<file path="config.mk">
export PLATFORM = sky130hd
export DESIGN_NAME = i2c_byte_master
export DESIGN_NICKNAME = d
export VERILOG_FILES = /design/src/rtl/i2c_bm_pkg.sv /design/src/rtl/i2c_bm_sync.sv /design/src/rtl/i2c_bm_halfper.sv /design/src/rtl/i2c_bm_engine.sv /design/src/rtl/i2c_byte_master.sv
export SDC_FILE = /design/constraint.sdc
export NUM_CORES = 1
export LEC_CHECK = 0
export ABC_AREA = 1
export BUFFER_PORTS_ARGS = -buffer_cell sky130_fd_sc_hd__buf_2
export CORE_MARGIN = 5
export CORE_UTILIZATION = 35
export DETAILED_ROUTE_END_ITERATION = 12
export GPL_ROUTABILITY_DRIVEN = 0
export HOLD_SLACK_MARGIN = 0.03
export PLACE_DENSITY = 0.48
export SYNTH_ARGS = -nofsm -noshare
export SYNTH_HDL_FRONTEND = slang
export SYNTH_SLANG_ARGS = --single-unit
</file>
<file path="constraint.sdc">
create_clock -name clk -period 2.4 [get_ports clk]
set_input_delay 0.24 -clock clk [delete_from_list [all_inputs] [get_ports clk]]
set_output_delay 0.24 -clock clk [all_outputs]
set_load 0.01 [all_outputs]
</file>
<file path="src/rtl/i2c_bm_pkg.sv">
package i2c_bm_pkg;
  localparam logic [7:0] OFF_CTRL = 8'h00;
  localparam logic [7:0] OFF_STAT = 8'h04;
  localparam logic [7:0] OFF_DIV  = 8'h08;
  localparam logic [7:0] OFF_DATA = 8'h0C;
  localparam logic [7:0] OFF_SADR = 8'h10;
  localparam logic [7:0] OFF_TMG  = 8'h14;
  localparam logic [7:0] OFF_MON  = 8'h18;
  localparam logic [7:0] OFF_REV  = 8'h30;

  localparam logic [31:0] REV_VALUE = 32'h0001_1000;
  localparam logic [31:0] TMG_RESET = 32'h0000_0401;

  localparam int CB_RST   = 0;
  localparam int CB_CORE  = 1;
  localparam int CB_SCL   = 2;
  localparam int CB_START = 4;
  localparam int CB_STOP  = 5;
  localparam int CB_NACK  = 6;
  localparam int CB_LAUNCH = 7;

  localparam int SB_ACK  = 1;
  localparam int SB_SENT = 4;
  localparam int SB_RECV = 5;

  localparam logic [31:0] SELF_CLEAR_MASK = 32'h0000_0081;

  typedef enum logic [3:0] {
    ST_IDLE,
    ST_START_REL,
    ST_START_SCL,
    ST_START_SDA,
    ST_BIT_LOW,
    ST_BIT_HIGH,
    ST_STOP_LOW,
    ST_STOP_SCL,
    ST_STOP_SDA
  } eng_state_e;
endpackage

</file>
<file path="src/rtl/i2c_bm_sync.sv">
module i2c_bm_sync #(
  parameter int STAGES = 2
) (
  input  logic clk,
  input  logic rst,
  input  logic d,
  output logic q
);
  generate
    if (STAGES <= 1) begin : g_single
      logic r;
      always_ff @(posedge clk) begin
        if (rst) r <= 1'b1;
        else     r <= d;
      end
      assign q = r;
    end else begin : g_chain
      logic [STAGES-1:0] r;
      always_ff @(posedge clk) begin
        if (rst) r <= '1;
        else     r <= {r[STAGES-2:0], d};
      end
      assign q = r[STAGES-1];
    end
  endgenerate
endmodule

</file>
<file path="src/rtl/i2c_bm_halfper.sv">
module i2c_bm_halfper #(
  parameter int DIV_W = 16
) (
  input  logic             clk,
  input  logic             rst,
  input  logic             run,
  input  logic [DIV_W-1:0] div,
  output logic             tick
);
  localparam int CNT_W = DIV_W + 1;
  logic [CNT_W-1:0] cnt;
  logic [CNT_W-1:0] last;

  assign last = {1'b0, div} + 1'b1;

  always_ff @(posedge clk) begin
    if (rst || !run) begin
      cnt  <= '0;
      tick <= 1'b0;
    end else if (cnt == last) begin
      cnt  <= '0;
      tick <= 1'b0;
    end else begin
      cnt  <= cnt + 1'b1;
      tick <= (cnt + 1'b1 == last);
    end
  end
endmodule

</file>
<file path="src/rtl/i2c_bm_engine.sv">
module i2c_bm_engine
  import i2c_bm_pkg::*;
#(
  parameter int DIV_W = 16
) (
  input  logic             clk,
  input  logic             rst,
  input  logic             go,
  input  logic             cmd_start,
  input  logic             cmd_stop,
  input  logic             cmd_nack,
  input  logic             cmd_read,
  input  logic [7:0]       tx_byte,
  input  logic [DIV_W-1:0] div,
  input  logic             sda_in,
  output logic             busy,
  output logic             done,
  output logic             ack_ok,
  output logic [7:0]       rx_byte,
  output logic             bus_busy,
  output logic             scl_pull,
  output logic             sda_pull
);
  localparam logic [3:0] ACK_SLOT = 4'd8;

  eng_state_e st;
  logic [3:0] bitn;
  logic [7:0] sh;
  logic       stop_q, nack_q, read_q;
  logic       tick;

  i2c_bm_halfper #(.DIV_W(DIV_W)) u_halfper (
    .clk  (clk),
    .rst  (rst),
    .run  (st != ST_IDLE),
    .div  (div),
    .tick (tick)
  );

  function automatic logic pull_for(input logic [3:0] n, input logic [7:0] d,
                                    input logic rd, input logic nk);
    if (n == ACK_SLOT) return rd && !nk;
    return rd ? 1'b0 : !d[3'd7 - n[2:0]];
  endfunction

  always_ff @(posedge clk) begin
    if (rst) begin
      st       <= ST_IDLE;
      bitn     <= '0;
      sh       <= '0;
      stop_q   <= 1'b0;
      nack_q   <= 1'b0;
      read_q   <= 1'b0;
      scl_pull <= 1'b0;
      sda_pull <= 1'b0;
      bus_busy <= 1'b0;
      done     <= 1'b0;
      ack_ok   <= 1'b0;
      rx_byte  <= '0;
    end else begin
      done <= 1'b0;
      case (st)
        ST_IDLE: if (go) begin
          sh     <= tx_byte;
          stop_q <= cmd_stop;
          nack_q <= cmd_nack;
          read_q <= cmd_read;
          bitn   <= '0;
          if (cmd_start) begin
            st       <= ST_START_REL;
            sda_pull <= 1'b0;
          end else begin
            st       <= ST_BIT_LOW;
            scl_pull <= 1'b1;
            sda_pull <= pull_for(4'd0, tx_byte, cmd_read, cmd_nack);
          end
        end
        ST_START_REL: if (tick) begin
          st       <= ST_START_SCL;
          scl_pull <= 1'b0;
        end
        ST_START_SCL: if (tick) begin
          st       <= ST_START_SDA;
          sda_pull <= 1'b1;
          bus_busy <= 1'b1;
        end
        ST_START_SDA: if (tick) begin
          st       <= ST_BIT_LOW;
          scl_pull <= 1'b1;
          sda_pull <= pull_for(4'd0, sh, read_q, nack_q);
        end
        ST_BIT_LOW: if (tick) begin
          st       <= ST_BIT_HIGH;
          scl_pull <= 1'b0;
        end
        ST_BIT_HIGH: if (tick) begin
          scl_pull <= 1'b1;
          if (bitn == ACK_SLOT) begin
            ack_ok <= !sda_in;
            if (stop_q) begin
              st       <= ST_STOP_LOW;
              sda_pull <= 1'b1;
            end else begin
              st       <= ST_IDLE;
              sda_pull <= 1'b0;
              done     <= 1'b1;
            end
          end else begin
            rx_byte  <= {rx_byte[6:0], sda_in};
            bitn     <= bitn + 4'd1;
            st       <= ST_BIT_LOW;
            sda_pull <= pull_for(bitn + 4'd1, sh, read_q, nack_q);
          end
        end
        ST_STOP_LOW: if (tick) begin
          st       <= ST_STOP_SCL;
          scl_pull <= 1'b0;
        end
        ST_STOP_SCL: if (tick) begin
          st       <= ST_STOP_SDA;
          sda_pull <= 1'b0;
          bus_busy <= 1'b0;
        end
        ST_STOP_SDA: if (tick) begin
          st   <= ST_IDLE;
          done <= 1'b1;
        end
        default: st <= ST_IDLE;
      endcase
    end
  end

  assign busy = (st != ST_IDLE);


  bus_busy_rise_chk: assert property (@(posedge clk) disable iff (rst)
    $rose(bus_busy) |-> (!scl_pull && sda_pull));

  bus_busy_fall_chk: assert property (@(posedge clk) disable iff (rst)
    $fell(bus_busy) |-> (!scl_pull && !sda_pull));

  scl_hold_chk: assert property (@(posedge clk) disable iff (rst)
    (st != ST_IDLE && !tick) |=> $stable(scl_pull));

  sda_while_high_chk: assert property (@(posedge clk) disable iff (rst)
    (!scl_pull && !$past(scl_pull) && (sda_pull != $past(sda_pull)))
      |-> (st == ST_START_SDA || st == ST_STOP_SDA));
endmodule

</file>
<file path="src/rtl/i2c_byte_master.sv">
module i2c_byte_master
  import i2c_bm_pkg::*;
#(
  parameter int ADDR_W      = 8,
  parameter int DIV_W       = 16,
  parameter int SYNC_STAGES = 2
) (
  input  logic              clk,
  input  logic              rst,
  input  logic              reg_wr,
  input  logic              reg_rd,
  input  logic [ADDR_W-1:0] reg_addr,
  input  logic [31:0]       reg_wdata,
  output logic [31:0]       reg_rdata,
  output logic              irq,
  output logic              scl_pull,
  output logic              sda_pull,
  input  logic              sda_in
);
  localparam int EV_LO = 4;
  localparam int EV_HI = 11;
  localparam int EN_SHIFT = 4;

  logic [31:0] ctrl_q, stat_q, div_q, sadr_q, tmg_q;
  logic [31:0] ctrl_n, stat_n;
  logic [7:0]  data_q, data_n;
  logic        dir_q, cmd_start_q, cmd_read_q;
  logic [31:0] rdata_q;
  logic        irq_q;

  logic        eng_busy, eng_done, eng_ack, eng_bb;
  logic [7:0]  eng_rx;
  logic        sda_s;

  logic        wr_ctrl, accept, go, rd_stat;
  logic [31:0] stat_view, rd_mux;

  function automatic logic at(input logic [ADDR_W-1:0] a, input logic [7:0] off);
    return a == ADDR_W'(off);
  endfunction

  assign wr_ctrl = reg_wr && at(reg_addr, OFF_CTRL);
  assign accept  = wr_ctrl && !eng_busy;
  assign go      = accept && !reg_wdata[CB_RST] && reg_wdata[CB_CORE]
                   && reg_wdata[CB_SCL] && reg_wdata[CB_LAUNCH];
  assign rd_stat = reg_rd && at(reg_addr, OFF_STAT);
  assign stat_view = stat_q | {28'd0, eng_bb, eng_busy, 2'b00};

  i2c_bm_sync #(.STAGES(SYNC_STAGES)) u_sync (
    .clk (clk),
    .rst (rst),
    .d   (sda_in),
    .q   (sda_s)
  );

  i2c_bm_engine #(.DIV_W(DIV_W)) u_engine (
    .clk       (clk),
    .rst       (rst),
    .go        (go),
    .cmd_start (reg_wdata[CB_START]),
    .cmd_stop  (reg_wdata[CB_STOP]),
    .cmd_nack  (reg_wdata[CB_NACK]),
    .cmd_read  (!reg_wdata[CB_START] && dir_q),
    .tx_byte   (data_q),
    .div       (div_q[DIV_W-1:0]),
    .sda_in    (sda_s),
    .busy      (eng_busy),
    .done      (eng_done),
    .ack_ok    (eng_ack),
    .rx_byte   (eng_rx),
    .bus_busy  (eng_bb),
    .scl_pull  (scl_pull),
    .sda_pull  (sda_pull)
  );

  always_comb begin
    ctrl_n = ctrl_q;
    stat_n = stat_q;
    data_n = data_q;
    if (rd_stat) stat_n[EV_HI:EV_LO] = '0;
    if (accept) begin
      ctrl_n = reg_wdata & ~SELF_CLEAR_MASK;
      if (reg_wdata[CB_RST]) begin
        data_n = '0;
        stat_n = '0;
      end else if (go) begin
        stat_n[SB_ACK] = 1'b0;
      end
    end
    if (reg_wr && at(reg_addr, OFF_DATA)) data_n = reg_wdata[7:0];
    if (eng_done) begin
      if (cmd_start_q) begin
        if (eng_ack) begin
          stat_n[SB_SENT] = 1'b1;
          stat_n[SB_ACK]  = 1'b1;
        end
      end else if (cmd_read_q) begin
        data_n          = eng_rx;
        stat_n[SB_RECV] = 1'b1;
        stat_n[SB_ACK]  = 1'b1;
      end else begin
        stat_n[SB_SENT] = 1'b1;
        stat_n[SB_ACK]  = 1'b1;
      end
    end
  end

  always_comb begin
    rd_mux = '0;
    if      (at(reg_addr, OFF_CTRL)) rd_mux = ctrl_q;
    else if (at(reg_addr, OFF_STAT)) rd_mux = stat_view;
    else if (at(reg_addr, OFF_DIV))  rd_mux = div_q;
    else if (at(reg_addr, OFF_DATA)) rd_mux = {24'd0, data_q};
    else if (at(reg_addr, OFF_SADR)) rd_mux = sadr_q;
    else if (at(reg_addr, OFF_TMG))  rd_mux = tmg_q;
    else if (at(reg_addr, OFF_MON))  rd_mux = {30'd0, sda_s, !scl_pull};
    else if (at(reg_addr, OFF_REV))  rd_mux = REV_VALUE;
  end

  always_ff @(posedge clk) begin
    if (rst) begin
      ctrl_q      <= '0;
      stat_q      <= '0;
      div_q       <= '0;
      sadr_q      <= '0;
      tmg_q       <= TMG_RESET;
      data_q      <= '0;
      dir_q       <= 1'b0;
      cmd_start_q <= 1'b0;
      cmd_read_q  <= 1'b0;
      rdata_q     <= '0;
      irq_q       <= 1'b0;
    end else begin
      ctrl_q <= ctrl_n;
      stat_q <= stat_n;
      data_q <= data_n;
      irq_q  <= |(stat_n[EV_HI:EV_LO] & ctrl_n[EV_HI+EN_SHIFT:EV_LO+EN_SHIFT]);
      if (reg_wr && at(reg_addr, OFF_DIV))  div_q  <= reg_wdata;
      if (reg_wr && at(reg_addr, OFF_SADR)) sadr_q <= reg_wdata;
      if (reg_wr && at(reg_addr, OFF_TMG))  tmg_q  <= reg_wdata;
      if (go) begin
        cmd_start_q <= reg_wdata[CB_START];
        cmd_read_q  <= !reg_wdata[CB_START] && dir_q;
        if (reg_wdata[CB_START]) dir_q <= data_q[0];
      end
      if (reg_rd) rdata_q <= rd_mux;
    end
  end

  assign reg_rdata = rdata_q;
  assign irq       = irq_q;


  self_clear_chk: assert property (@(posedge clk) disable iff (rst)
    accept |=> (!ctrl_q[CB_RST] && !ctrl_q[CB_LAUNCH]));

  busy_ignore_chk: assert property (@(posedge clk) disable iff (rst)
    (wr_ctrl && eng_busy) |=> $stable(ctrl_q));

  stat_clear_chk: assert property (@(posedge clk) disable iff (rst)
    (rd_stat && !eng_done) |=> (stat_q[EV_HI:EV_LO] == '0));

  irq_level_chk: assert property (@(posedge clk) disable iff (rst)
    (|(stat_q[EV_HI:EV_LO] & ctrl_q[EV_HI+EN_SHIFT:EV_LO+EN_SHIFT])) |-> irq_q);

  busy_launch_chk: assert property (@(posedge clk) disable iff (rst)
    go |=> eng_busy);
endmodule

</file>
==> flow_metrics.py <==
metrics = {
    "outcome": {
        "status": "completed",
    },
    "drt": {
        "drtIter0Drc": 647,
        "drc": 0,
        "finalWirelength_mm": 35.5,
        "first_pass_iters": 5,
        "num_vias": 10400,
        "wl_per_cell_um": 17.5,
        "vias_per_cell": 5.12,
        "drtAntennaViolNets": 0,
    },
    "sta": {
        "period_needed_ns": 2.21,
        "finalCritPeriodShare_pct": 92.2,
        "finalSetupViolations": 0,
        "slew_violations": 0,
        "fmax_mhz": 452,
        "clock_skew_ns": 0.0125,
        "rsz0062_at_grt": "no",
        "finalHoldViolations": 0,
        "fin_tns_setup_ns": 0,
        "tightestPinTransition_ns": 0.731,
        "slew_headroom_pct": 51.2,
    },
    "critical_path": {
        "cp.required_ns": 2.87,
        "critPathMaxFanout": 15,
        "critPathLaunchType": "flop",
        "cp_slowest_stage_delay_ns": 0.35,
        "crit_path_cell_trace": "nor2_2 -> nand2_1 -> nor2_1 -> nand2_2 -> buf_4 -> o21ai_0 -> nand4_1 -> nand2_1 -> nor2_1 -> a21oi_1",
        "path_class": "reg2reg",
        "endpoint_kind": "flop",
        "cp_slowest_cell": "dfxtp_1",
        "cp.arrival_ns": 2.68,
    },
    "pwr": {
        "power_frac_seq_pct": 43.3,
        "clkPwrFrac_pct": 43.6,
        "intPower_mw": 6.77,
        "p_per_area_mw_per_mm2": 721,
        "switching_power_mw": 2.53,
        "ir_worst_vdd_mv": 0.476,
        "swShare_pct": 27.2,
        "leakagePower_nw": 5.26,
        "power_frac_comb_pct": 13.2,
    },
    "die": {
        "die-height_um": 185,
        "start_util_pct": 35.7,
        "row_count": 63,
        "die_w_um": 185,
        "core_sq_mm": 0.0299,
        "die_area_sq_mm": 0.0340,
        "ios": 80,
    },
    "clock_tree": {
        "cts_buffers": 27,
        "cts_resized": 0,
        "cts_tree": "yes",
        "cts_root_buffer": "clkbuf_16",
        "clkSlewWorstSetupHoldPaths_ns": 0.06,
        "htreeDepth": 1,
        "cts.sinks": 231,
        "clk_path_buf_depth": 3,
        "post-cts-setup-buffers": 0,
        "clk_latency_ns": 0.54,
    },
    "logic_synthesis": {
        "synth_cells": 1513,
        "synthTopCellsByArea": "dfxtp_1 (43%), o21ai_0 (9.1%), nand2_1 (8.5%)",
        "synth_commonest_cells": "nand2_1 (241), dfxtp_1 (231), nor2_1 (230)",
        "synth_top_cell_by_area": "dfxtp_1",
        "ys_seq_elements": 231,
        "synth_area_per_cell_sq_um": 7.04,
        "syn-num-nets": 1562,
        "yosys.cell_count.top_type": "nand2_1",
        "synth_edf_count": 0,
        "yosysTopAreaCellShare_pct": 43.4,
        "synthFlopType": "dfxtp_1",
        "ys_types": 40,
        "synth-seq-area-share_pct": 43.4,
        "synth.cell_area_sq_mm": 0.0107,
        "synth_warnings": 0,
        "async_flop_share_pct": 0,
    },
    "global_route": {
        "antenna_found_initial": 0,
        "grt_use_total_pct": 20.7,
        "grt_pass1_wl_mm": 56.6,
        "grt_pass1_vias": 9974,
        "grt_max_degree": 53,
        "overflow": 0,
    },
    "place": {
        "port_buffers": 79,
        "dp_hpwl_mm": 24.6,
    },
    "finish": {
        "drive_gt1_share_pct": 12.7,
        "nNetsFinal": 1671,
        "diodes": 0,
        "area_growth_pct": 21.0,
        "fin_util_pct": 43.2,
    },
    "flow_run": {
        "maxCapViolCount": 0,
    },
    "worst_hold_path": {
        "hold_class": "in2reg",
    },
}
## placed cells by master, fill, tap and decap left out, types with 27 or more instances in the layout
master,instances
clkbuf_16,27
nand2_1,241
o21ai_0,194
dlygate4sd3_1,29
inv_1,123
nand3_1,96
dfxtp_1,231
nor2_1,226
a21oi_1,142
buf_2,79
buf_4,39
## per-layer routing
metal / up-vias / track usage [%] / wire length [um]
met1: 4861 / 28.6 / 16900
met2: 204 / 34.2 / 16300
li1: 5282 / - / -
met3: 55 / 2.78 / 1400
met5: - / 0 / 0
met4: 0 / 5.71 / 980
## kinds of logic (layout without fill, tap and decap cells)
kind of cell	after synthesis	after routing	share of synthesized area, %
simple gates	636	636	25.3
compound gates	405	405	20.8
flops	231	231	43.4
buf+inv	208	337	7.45
xor+xnor	29	29	2.51
fa+ha+maj	4	4	0.470
## layout make-up
cell class	instances	area (sq um)
Sequential cell	231	4620
Inverter	133	502
Tap cell	390	488
Timing Repair Buffer	155	1140
Clock buffer	42	842
Fill cell	3102	17000
Clock inverter	7	41.3
Multi-Input combinational cell	1074	5260
## worst max-delay path: cells and delay by family, from the launching register on
family | cells | cell delay (ns)
AND/OR/NAND/NOR | 7 | 1.02
flip-flops | 1 | 0.35
buffers and inverters | 1 | 0.28
AO/OA/AOI/OAI | 2 | 0.47
## state kept, by name (all words and copies together), names as in the netlist, 2 cells and up
name	count
sadr_q	32
tmg_q	32
div_q	32
u_sync.g_chain.r	2
data_q	8
stat_q	9
u_engine.st	4
u_engine.u_halfper.cnt	17
u_engine.rx_byte	8
u_engine.sh	8
u_engine.bitn	4
ctrl_q	30
reg_rdata	32
## power by group through the flow
stage	sequential, mW	combinational, mW	clock (mW)
2_1_floorplan	4.08	0.794	0
4_1_cts	4.02	1.23	4.14
6_report	4.03	1.22	4.05
3_3_place_gp	4.11	1.20	0
5_1_grt	4.04	1.38	4.31
3_5_place_dp	4.11	1.20	0
## what timing repair did
action | CTS | global route
endpoints found under the setup margin | 0 | 0
hold buffers | 29 | 0
endpoints found under the hold margin | 78 | 0
## final timing paths
path | from | cells after the start | slack [ns] | to
worst min-delay path | reg_wdata[11] | 3 | 0.04 | sadr_q[11]
worst max-delay path | u_engine.st[3] | 10 | 0.19 | irq
worst max register to register | u_engine.st[3] | 10 | 0.19 | irq
worst min register to register | u_sync.g_chain.r[0] | 1 | 0.42 | u_sync.g_chain.r[1]
## through the flow
step	cell area (sq um)	std cells	power, mW	setup WS, ns	hold slack [ns]
after CTS	12900	2032	9.39	0.195	0.0356
after global placement	11700	1954	5.31	0.226	0.397
after global routing	12900	2032	9.73	0.0151	0.0337
after floorplan	10700	1513	4.88	0.537	0.344
after detailed placement	11700	1954	5.30	0.218	0.398
final	12900	2032	9.30	0.188	0.0443
Note: power is estimated with default switching activity, not from simulation.
